<file path="config.mk">
export PLATFORM = sky130hd
export DESIGN_NAME = pcm_psfb_pwm
export DESIGN_NICKNAME = d
export VERILOG_FILES = /design/src/rtl/pcm_psfb_pwm.sv
export SDC_FILE = /design/constraint.sdc
export NUM_CORES = 1
export LEC_CHECK = 0
export CORE_ASPECT_RATIO = 0.7
export CORE_UTILIZATION = 45
export CTS_CLUSTER_DIAMETER = 60
export DETAILED_ROUTE_END_ITERATION = 16
export DONT_BUFFER_PORTS = 1
export PLACE_DENSITY_LB_ADDON = 0.15
export SLEW_MARGIN = 25
export SYNTH_ARGS = -nofsm -noshare
export SYNTH_HDL_FRONTEND = slang
export SYNTH_SLANG_ARGS = --single-unit
</file>
<file path="constraint.sdc">
create_clock -name clk -period 2.5 [get_ports clk]
set_clock_uncertainty 0.05 [all_clocks]
set_input_delay 0.125 -clock clk [delete_from_list [all_inputs] [get_ports clk]]
set_output_delay 0.125 -clock clk [all_outputs]
set_load 0.1 [all_outputs]
</file>
<file path="src/rtl/pcm_psfb_pwm.sv">
module pcm_psfb_pwm #(
  parameter int CW  = 8,
  parameter int DTW = 6,
  parameter int RW  = 10
) (
  input  logic          clk,
  input  logic          rst_n,
  input  logic [CW-1:0] prd_i,
  input  logic [DTW-1:0] dt_i,
  input  logic [RW-1:0] ref_i,
  input  logic [RW-1:0] slope_i,
  input  logic          trip_async_i,
  output logic          l1a_o,
  output logic          l1b_o,
  output logic          l2a_o,
  output logic          l2b_o,
  output logic [RW-1:0] pkref_o
);
  localparam int AW = RW + CW;

  logic [CW-1:0]  cnt, prd_s;
  logic [DTW-1:0] dt_s;
  logic [RW-1:0]  ref_s, slope_s;
  logic           up, run, q1, q2, s1, s2, s3, tz_up, tz_dn;
  logic [AW-1:0]  ramp;
  logic [3:0]     raw, chan;

  wire zero_ev = (cnt == '0);
  wire prd_ev  = up && !zero_ev && (cnt >= prd_s);
  wire trip_ev = s2 && !s3;
  wire free    = !(tz_up || tz_dn) && !zero_ev && !prd_ev;
  wire hit_up  = trip_ev && free && up;
  wire hit_dn  = trip_ev && free && !up;

  always_ff @(posedge clk or negedge rst_n)
    if (!rst_n) begin
      cnt <= '0; up <= 1'b0; run <= 1'b0;
      prd_s <= '0; dt_s <= '0; ref_s <= '0; slope_s <= '0;
    end else begin
      run <= 1'b1;
      if (zero_ev) begin
        cnt <= CW'(1); up <= 1'b1;
        prd_s <= prd_i; dt_s <= dt_i; ref_s <= ref_i; slope_s <= slope_i;
      end else if (prd_ev) begin
        cnt <= cnt - 1'b1; up <= 1'b0;
      end else if (up) cnt <= cnt + 1'b1;
      else             cnt <= cnt - 1'b1;
    end

  always_ff @(posedge clk or negedge rst_n)
    if (!rst_n) begin
      s1 <= 1'b0; s2 <= 1'b0; s3 <= 1'b0;
      q1 <= 1'b0; q2 <= 1'b0; tz_up <= 1'b0; tz_dn <= 1'b0;
    end else begin
      s1 <= trip_async_i; s2 <= s1; s3 <= s2;
      if (zero_ev || prd_ev) begin
        q1 <= zero_ev; q2 <= prd_ev;
        tz_up <= 1'b0; tz_dn <= 1'b0;
      end else begin
        if (hit_up) begin q2 <= 1'b1; tz_up <= 1'b1; end
        if (hit_dn) begin q2 <= 1'b0; tz_dn <= 1'b1; end
      end
    end

  always_ff @(posedge clk or negedge rst_n)
    if (!rst_n)                  ramp <= '0;
    else if (zero_ev || prd_ev)  ramp <= '0;
    else                         ramp <= ramp + AW'(slope_s);

  assign pkref_o = (ramp >= AW'(ref_s)) ? '0 : ref_s - ramp[RW-1:0];

  assign raw = {~q2, q2, ~q1, q1};

  for (genvar i = 0; i < 4; i++) begin : g_dead
    logic [DTW-1:0] held;
    always_ff @(posedge clk or negedge rst_n)
      if (!rst_n)          held <= '0;
      else if (!raw[i])    held <= '0;
      else if (held != '1) held <= held + 1'b1;
    assign chan[i] = raw[i] && (held >= dt_s);
  end

  assign l1a_o = run && chan[0];
  assign l1b_o = run && chan[1];
  assign l2a_o = run && chan[2] && !(hit_dn || tz_dn);
  assign l2b_o = run && chan[3] && !(hit_up || tz_up);

  a_r3_leg1_excl: assert property (@(posedge clk) disable iff (!rst_n) !(l1a_o && l1b_o));
  a_r3_leg2_excl: assert property (@(posedge clk) disable iff (!rst_n) !(l2a_o && l2b_o));
  a_r1_cnt_bound: assert property (@(posedge clk) disable iff (!rst_n) (prd_s != '0) |-> (cnt <= prd_s));
  a_r4_prd_sets:  assert property (@(posedge clk) disable iff (!rst_n) prd_ev |=> q2);
  a_r4_zero_clr:  assert property (@(posedge clk) disable iff (!rst_n) zero_ev |=> !q2);
  a_r5_up_sets:   assert property (@(posedge clk) disable iff (!rst_n) hit_up |=> q2);
  a_r8_ramp_rst:  assert property (@(posedge clk) disable iff (!rst_n) (zero_ev || prd_ev) |=> (ramp == '0));
  a_r9_shadow:    assert property (@(posedge clk) disable iff (!rst_n) !zero_ev |=> ($stable(prd_s) && $stable(ref_s) && $stable(dt_s)));
endmodule

</file>
==> flow_metrics.py, run 1 <==
metrics = {
    "outcome": {
        "status": "complete, but fails checks",
        "violated_checks": "negative setup slack",
    },
    "synth": {
        "synth.top_cells.by_area": "sky130_fd_sc_hd__dfrtp_1 39%, sky130_fd_sc_hd__ha_1 15%, sky130_fd_sc_hd__nand2_1 4.9%",
        "synth.yosys.seq_area_share": 0.393,
        "asyncSetResetFlopFracSynth": 1.00,
        "syn-num-nets": 743,
        "synth-main-ff-cell": "sky130_fd_sc_hd__dfrtp_1",
        "post_synth_edffs": 0,
        "synth.top_cells.by_count": "92 x sky130_fd_sc_hd__dfrtp_1, 77 x sky130_fd_sc_hd__nand2_1, 68 x sky130_fd_sc_hd__ha_1",
        "syn_area_per_cell_um2": 9.21,
        "post_synth_inst_count": 636,
        "synthDominantAreaCellType": "sky130_fd_sc_hd__dfrtp_1",
        "ys_warns": 0,
        "synth.distinct_cells": 59,
        "synth_top_area_share": 0.393,
        "synthMostInstantiatedCell": "sky130_fd_sc_hd__dfrtp_1",
        "synthesis.area_mm2": 0.00586,
        "synth_seq_cells": 92,
    },
    "worst_setup_path": {
        "worst_r2r_endpoint": "ramp[12]",
        "r2r-start": "ramp[0]",
        "endpoint_required_time_on_the_critical_path_ps": 2330,
        "cp_slowest_stage_delay_ps": 390,
        "worst_ep_arrival_time_ps": 2730,
        "rr_worst_depth": 11,
        "critical_path.most_common_cell": "sky130_fd_sc_hd__inv_2",
        "cpLargestDelayFamily": "compound AO/OA/AOI/OAI gates",
        "timing.reg2reg.setup_slack_ps": -50,
        "critical_path_buf_inv_count": 2,
        "path_cells": "inv_2 -> ha_4 -> inv_2 -> fa_2 -> a21o_1 -> a21oi_4 -> a21oi_2 -> o311a_1 -> or3_1 -> and3b_4",
        "timing.critical_path.to": "pkref_o[8]",
        "startpoint_type": "flip-flop",
        "cp-end-kind": "output port",
        "cp.depth": 10,
        "worst-path-max-fanout": 2,
        "worst_setup_path_startpoint": "ref_s[0]",
        "critPathSlowestCell": "sky130_fd_sc_hd__dfrtp_1",
        "crit_type": "reg -> out",
    },
    "grt": {
        "gr-usage-all-layers": 0.224,
        "grt_max_degree": 93,
        "grt_pass1_vias": 4833,
        "grt_antenna_before_repair": 0,
        "grt_first_pass_wirelength_um": 24200,
        "globalRouteOverflowTotal": 0,
    },
    "power_and_ir_drop": {
        "vdd_ir_drop_max_v": 0.000644,
        "power_density_over_cell_area_mw_per_mm2": 1330,
        "design_power_total_mw": 10.4,
        "p_leak_nw": 3.53,
    },
    "floorplan": {
        "design.die.area_mm2": 0.0135,
        "top_level_ports": 51,
        "core_area_mm2": 0.0125,
        "placement_rows": 34,
        "initial_utilization": 0.467,
        "die_width_um": 138,
        "fp.dieH_um": 97.5,
    },
    "sta": {
        "slew_at_the_pin_with_the_worst_max_slew_slack_ps": 602,
        "worst_slack_ps": -403,
        "setup_viol": 12,
        "timing.final.crit_share": 1.16,
        "finalHoldViolCount": 0,
        "final.setup.tns_ps": -2080,
        "slew_headroom": 0.595,
        "grt_setup_unrepaired": "true",
        "period_minus_slack_ps": 2900,
        "hold_slack_ps": 262,
        "timing.final.max_slew_violations": 0,
        "fmaxAchievable_ghz": 0.344,
    },
    "detailed_routing": {
        "remaining_drc_errors": 0,
        "routed_wl_um": 14200,
        "routedWlPerCell_um": 15.8,
        "initialDrtViolationCount": 239,
        "via_count": 4840,
        "antenna_left": 0,
        "dr.pass1.iters": 4,
        "vias_per_cell": 5.39,
    },
    "finish": {
        "finish.cell_count_without_fillers": 898,
        "final.fill_count": 1015,
        "final_nets": 838,
        "diodes": 0,
        "layout-area-overhead-vs-synth_pct": 33.2,
        "post_route_cells_drive_above_1_share": 0.235,
    },
    "placed_design": {
        "detailed_place_hpwl_um": 9720,
        "dp_cells": 822,
        "place.gp.congestion": 0.803,
        "port_buffers": 0,
    },
    "clocking": {
        "cts-root-to-sink-buffers": 2,
        "ctsRootBufferMaster": "sky130_fd_sc_hd__clkbuf_16",
        "clk_transition_reported_paths_ps": 70,
        "h_tree_depth_reported_by_cts": 3,
        "cts_made_buffers": 9,
        "clkLatencyLatePin_ps": 350,
        "tritoncts_clock_tree": "yes",
        "cts.sinks": 92,
    },
    "run": {
        "max_capacitance_violation_count": 0,
    },
    "worst_hold_path": {
        "hold_path_class": "in -> async",
    },
}
==> registers in the layout, indices dropped and copies added (netlist names), 6 cells and up <==
signal / flops
cnt: 8
dt_s: 6
ramp: 18
slope_s: 10
prd_s: 8
ref_s: 10
g_dead.held: 24
==> placed cells by master (no fill, tap or decap), drive strengths merged, types with 3 or more instances in the layout <==
master       count
dfrtp           92
nand2           77
ha              68
buf             66
nor2            55
inv             52
o21ai           49
dlygate4sd3     36
a21oi           34
nand3           20
a21o            14
a31oi           14
xnor2           12
nor3            12
mux2i           11
xor2            10
clkbuf           9
nor3b            9
a211oi           9
and3             8
nand2b           8
nor2b            7
mux2             6
o21a             4
and2             4
o211ai           4
or2              3
o21bai           3
nand4            3
nor4b            3
or4              3
==> per-stage QoR <==
step	worst slack (ps)	utilization	instance area [um2]
after global routing	-489	0.622	7810
after global placement	-97.0	0.522	6560
after CTS	-404	0.608	7640
final	-403	0.622	7810
after floorplan	-503	-	5970
after detailed placement	-157	0.522	6560
==> report_power, final <==
part / switching (mW) / internal (mW)
clock network: 0.617 / 0.688
registers: 0.555 / 2.09
logic: 3.51 / 2.95
total: 4.68 / 5.74
==> worst min-delay path by stage <==
stage | end | slack, ps | cells after the start
global route | s1 | 290 | 1
detailed placement | ref_s[7] | -220 | 0
floorplan | cnt[0] | -220 | 0
CTS | s1 | 290 | 1
finish | ref_s[6] | 260 | 2
global placement | ref_s[6] | -220 | 0
==> metal layers <==
metal  GRT usage  part of all wire
met5           0                 0
met3      0.0399             0.031
met4      0.0570             0.010
met2       0.339              0.45
met1       0.330              0.51
==> timing repair <==
action	in CTS	in global routing
hold buffers	37	0
pin swaps	29	24
resized for setup	62	20
endpoints found under the setup margin	14	22
hold endpoints to repair	127	0
setup buffers	12	11
==> logic make-up (layout without fill, tap and decap cells) <==
kind of cell	Yosys count	count (layout)	synth area share
mux	17	17	0.0303
flops	92	92	0.393
buf+inv	66	166	0.0465
xor+xnor	22	22	0.0329
other cells	1	1	0.000640
fa+ha+maj	70	70	0.152
simple gates	223	223	0.188
compound gates	145	145	0.157
==> area by class of cell <==
cell class              instances  area, um2  area share
flip-flops and latches         92       2310       0.295
inverters                      48        180      0.0231
clock buffers                   9        225      0.0288
clock inverters                 7       56.3     0.00721
multi-input cells             478       3760       0.482
well taps                     162        203      0.0260
repair buffers                102       1080       0.138
(Power assumes the default switching activity.)
==> run 2: changes to the inputs <==
clock period = 2.3 ns   (was 2.5 ns; I/O delays follow)
==> run 2 against run 1 <==
Net effect:
- the flow finishes with violations (design-rule violations, negative hold slack, negative setup slack)
- clock-buffer cell count is the same
- combinational power up 14%
- sequential share of layout area is 0.31 points lower
- total power rose by 12%
- register-to-register slack worse by 140 ps
- design area increased by 1.0%
- wire length is 0.64% lower
- sequential cell count unchanged
- setup slack got worse by 190 ps
- largest cell class unchanged
==> flow_metrics.py, run 2 (same netlist as run 1, synthesis figures left out) <==
metrics = {
    "sta": {
        "slew_headroom": 0.627,
        "hold_slack_ps": -590,
        "finalHoldViolCount": 92,
        "timing.final.max_slew_violations": 0,
        "final.setup.tns_ps": -3860,
        "setup_viol": 20,
        "fmaxAchievable_ghz": 0.345,
        "slew_at_the_pin_with_the_worst_max_slew_slack_ps": 556,
        "worst_slack_ps": -595,
        "timing.final.crit_share": 1.26,
        "period_minus_slack_ps": 2890,
        "grt_setup_unrepaired": "true",
    },
    "power_and_ir_drop": {
        "design_power_total_mw": 11.7,
        "p_leak_nw": 3.61,
        "vdd_ir_drop_max_v": 0.000799,
        "power_density_over_cell_area_mw_per_mm2": 1480,
    },
    "worst_hold_path": {
        "hold_path_class": "in -> async",
    },
    "worst_setup_path": {
        "cp-end-kind": "output port",
        "worst_ep_arrival_time_ps": 2730,
        "startpoint_type": "flip-flop",
        "crit_type": "reg -> out",
        "path_cells": "inv_2 -> ha_4 -> inv_2 -> fa_2 -> a21o_1 -> a21oi_2 -> a21oi_2 -> o311a_1 -> or3_1 -> and3b_4",
        "endpoint_required_time_on_the_critical_path_ps": 2130,
        "critical_path_buf_inv_count": 2,
        "cpLargestDelayFamily": "compound AO/OA/AOI/OAI gates",
        "critPathSlowestCell": "sky130_fd_sc_hd__dfrtp_1",
        "worst-path-max-fanout": 2,
        "cp_slowest_stage_delay_ps": 390,
    },
    "placed_design": {
        "placed_area_mm2": 0.00683,
        "dp_cells": 845,
        "detailed_place_hpwl_um": 10000,
        "place.gp.congestion": 0.930,
        "dp_worst_setup_slack_ps": -334,
        "port_buffers": 0,
    },
    "grt": {
        "grt_pass1_vias": 4863,
        "globalRouteOverflowTotal": 0,
        "gr-usage-all-layers": 0.219,
        "grt_antenna_before_repair": 0,
        "grt_first_pass_wirelength_um": 23800,
        "grt_max_degree": 93,
    },
    "finish": {
        "layout_top_registers": "g_dead.held x24, ramp x18",
        "largest_register_ff_count": 24,
        "postLayoutCoreUtil": 0.629,
        "final_nets": 848,
        "final_cell_area_mm2": 0.00789,
        "layout-area-overhead-vs-synth_pct": 34.6,
        "post_route_cells_drive_above_1_share": 0.248,
        "finish.cell_count_without_fillers": 908,
        "top_register": "g_dead.held",
        "final_cell_mix": "90 x sky130_fd_sc_hd__dfrtp_1, 76 x sky130_fd_sc_hd__nand2_1, 57 x sky130_fd_sc_hd__ha_1",
        "layout.cells.most_common": "sky130_fd_sc_hd__dfrtp_1",
        "diodes": 0,
        "final.fill_count": 1020,
    },
    "detailed_routing": {
        "routed_wl_um": 14100,
        "initialDrtViolationCount": 242,
        "routedWlPerCell_um": 15.5,
        "via_count": 4865,
        "remaining_drc_errors": 2,
        "antenna_left": 0,
        "vias_per_cell": 5.36,
        "dr.pass1.iters": 10,
    },
    "clocking": {
        "cts_made_buffers": 9,
        "clk_transition_reported_paths_ps": 80,
        "tritoncts_clock_tree": "yes",
        "h_tree_depth_reported_by_cts": 3,
        "cts.sinks": 92,
        "cts-root-to-sink-buffers": 2,
        "clkLatencyLatePin_ps": 350,
        "postCtsHoldBufs": 35,
        "ctsRootBufferMaster": "sky130_fd_sc_hd__clkbuf_16",
    },
    "floorplan": {
        "core_area_mm2": 0.0125,
        "design.die.area_mm2": 0.0135,
        "placement_rows": 34,
        "fp.dieH_um": 97.5,
        "top_level_ports": 51,
        "die_width_um": 138,
        "initial_utilization": 0.467,
    },
    "run": {
        "max_capacitance_violation_count": 0,
    },
    "outcome": {
        "violated_checks": "design-rule violations, negative hold slack, negative setup slack",
        "status": "complete, but fails checks",
    },
}
==> run 2: final timing paths <==
| path | startpoint | to | slack [ps] | cells past startpoint |
|---|---|---|---|---|
| max | ref_s[0] | pkref_o[8] | -590 | 10 |
| min reg2reg | s1 | s2 | 310 | 0 |
| min | rst_n | ref_s[5] | -590 | 0 |
| max in group asynchronous | rst_n | cnt[3] | 2650 | 0 |
| min in group clk | trip_async_i | s1 | 280 | 1 |
| max reg2reg | ramp[0] | ramp[12] | -190 | 10 |
==> run 2: metal layers <==
layer | part of all wire | up-vias | track usage
met1 | 0.51 | 2352 | 0.312
li1 | - | 2427 | -
met5 | 0 | - | 0
met4 | 0.0087 | 0 | 0.0449
met3 | 0.031 | 14 | 0.0389
met2 | 0.45 | 72 | 0.348
==> run 2: what timing repair did <==
item / in CTS / in global routing
endpoints found under the hold margin: 127 / 92
endpoints found under the setup margin: 26 / 37
setup buffers: 9 / 9
resized for setup: 33 / 44
pin swaps: 25 / 25
==> run 2: power by group <==
part | switching [mW] | leakage [nW] | internal, mW
clock | 0.715 | 0.145 | 0.765
sequential | 0.539 | 1.13 | 2.27
combinational | 3.87 | 2.33 | 3.50
total | 5.12 | 3.61 | 6.54
==> run 2: area by class of cell <==
type,count,area (um2),area share
inverters,48,180,0.0228
repair buffers,112,1140,0.145
clock inverters,7,66.3,0.00841
flip-flops and latches,92,2300,0.292
clock buffers,9,225,0.0286
multi-input cells,478,3770,0.478
well taps,162,203,0.0257
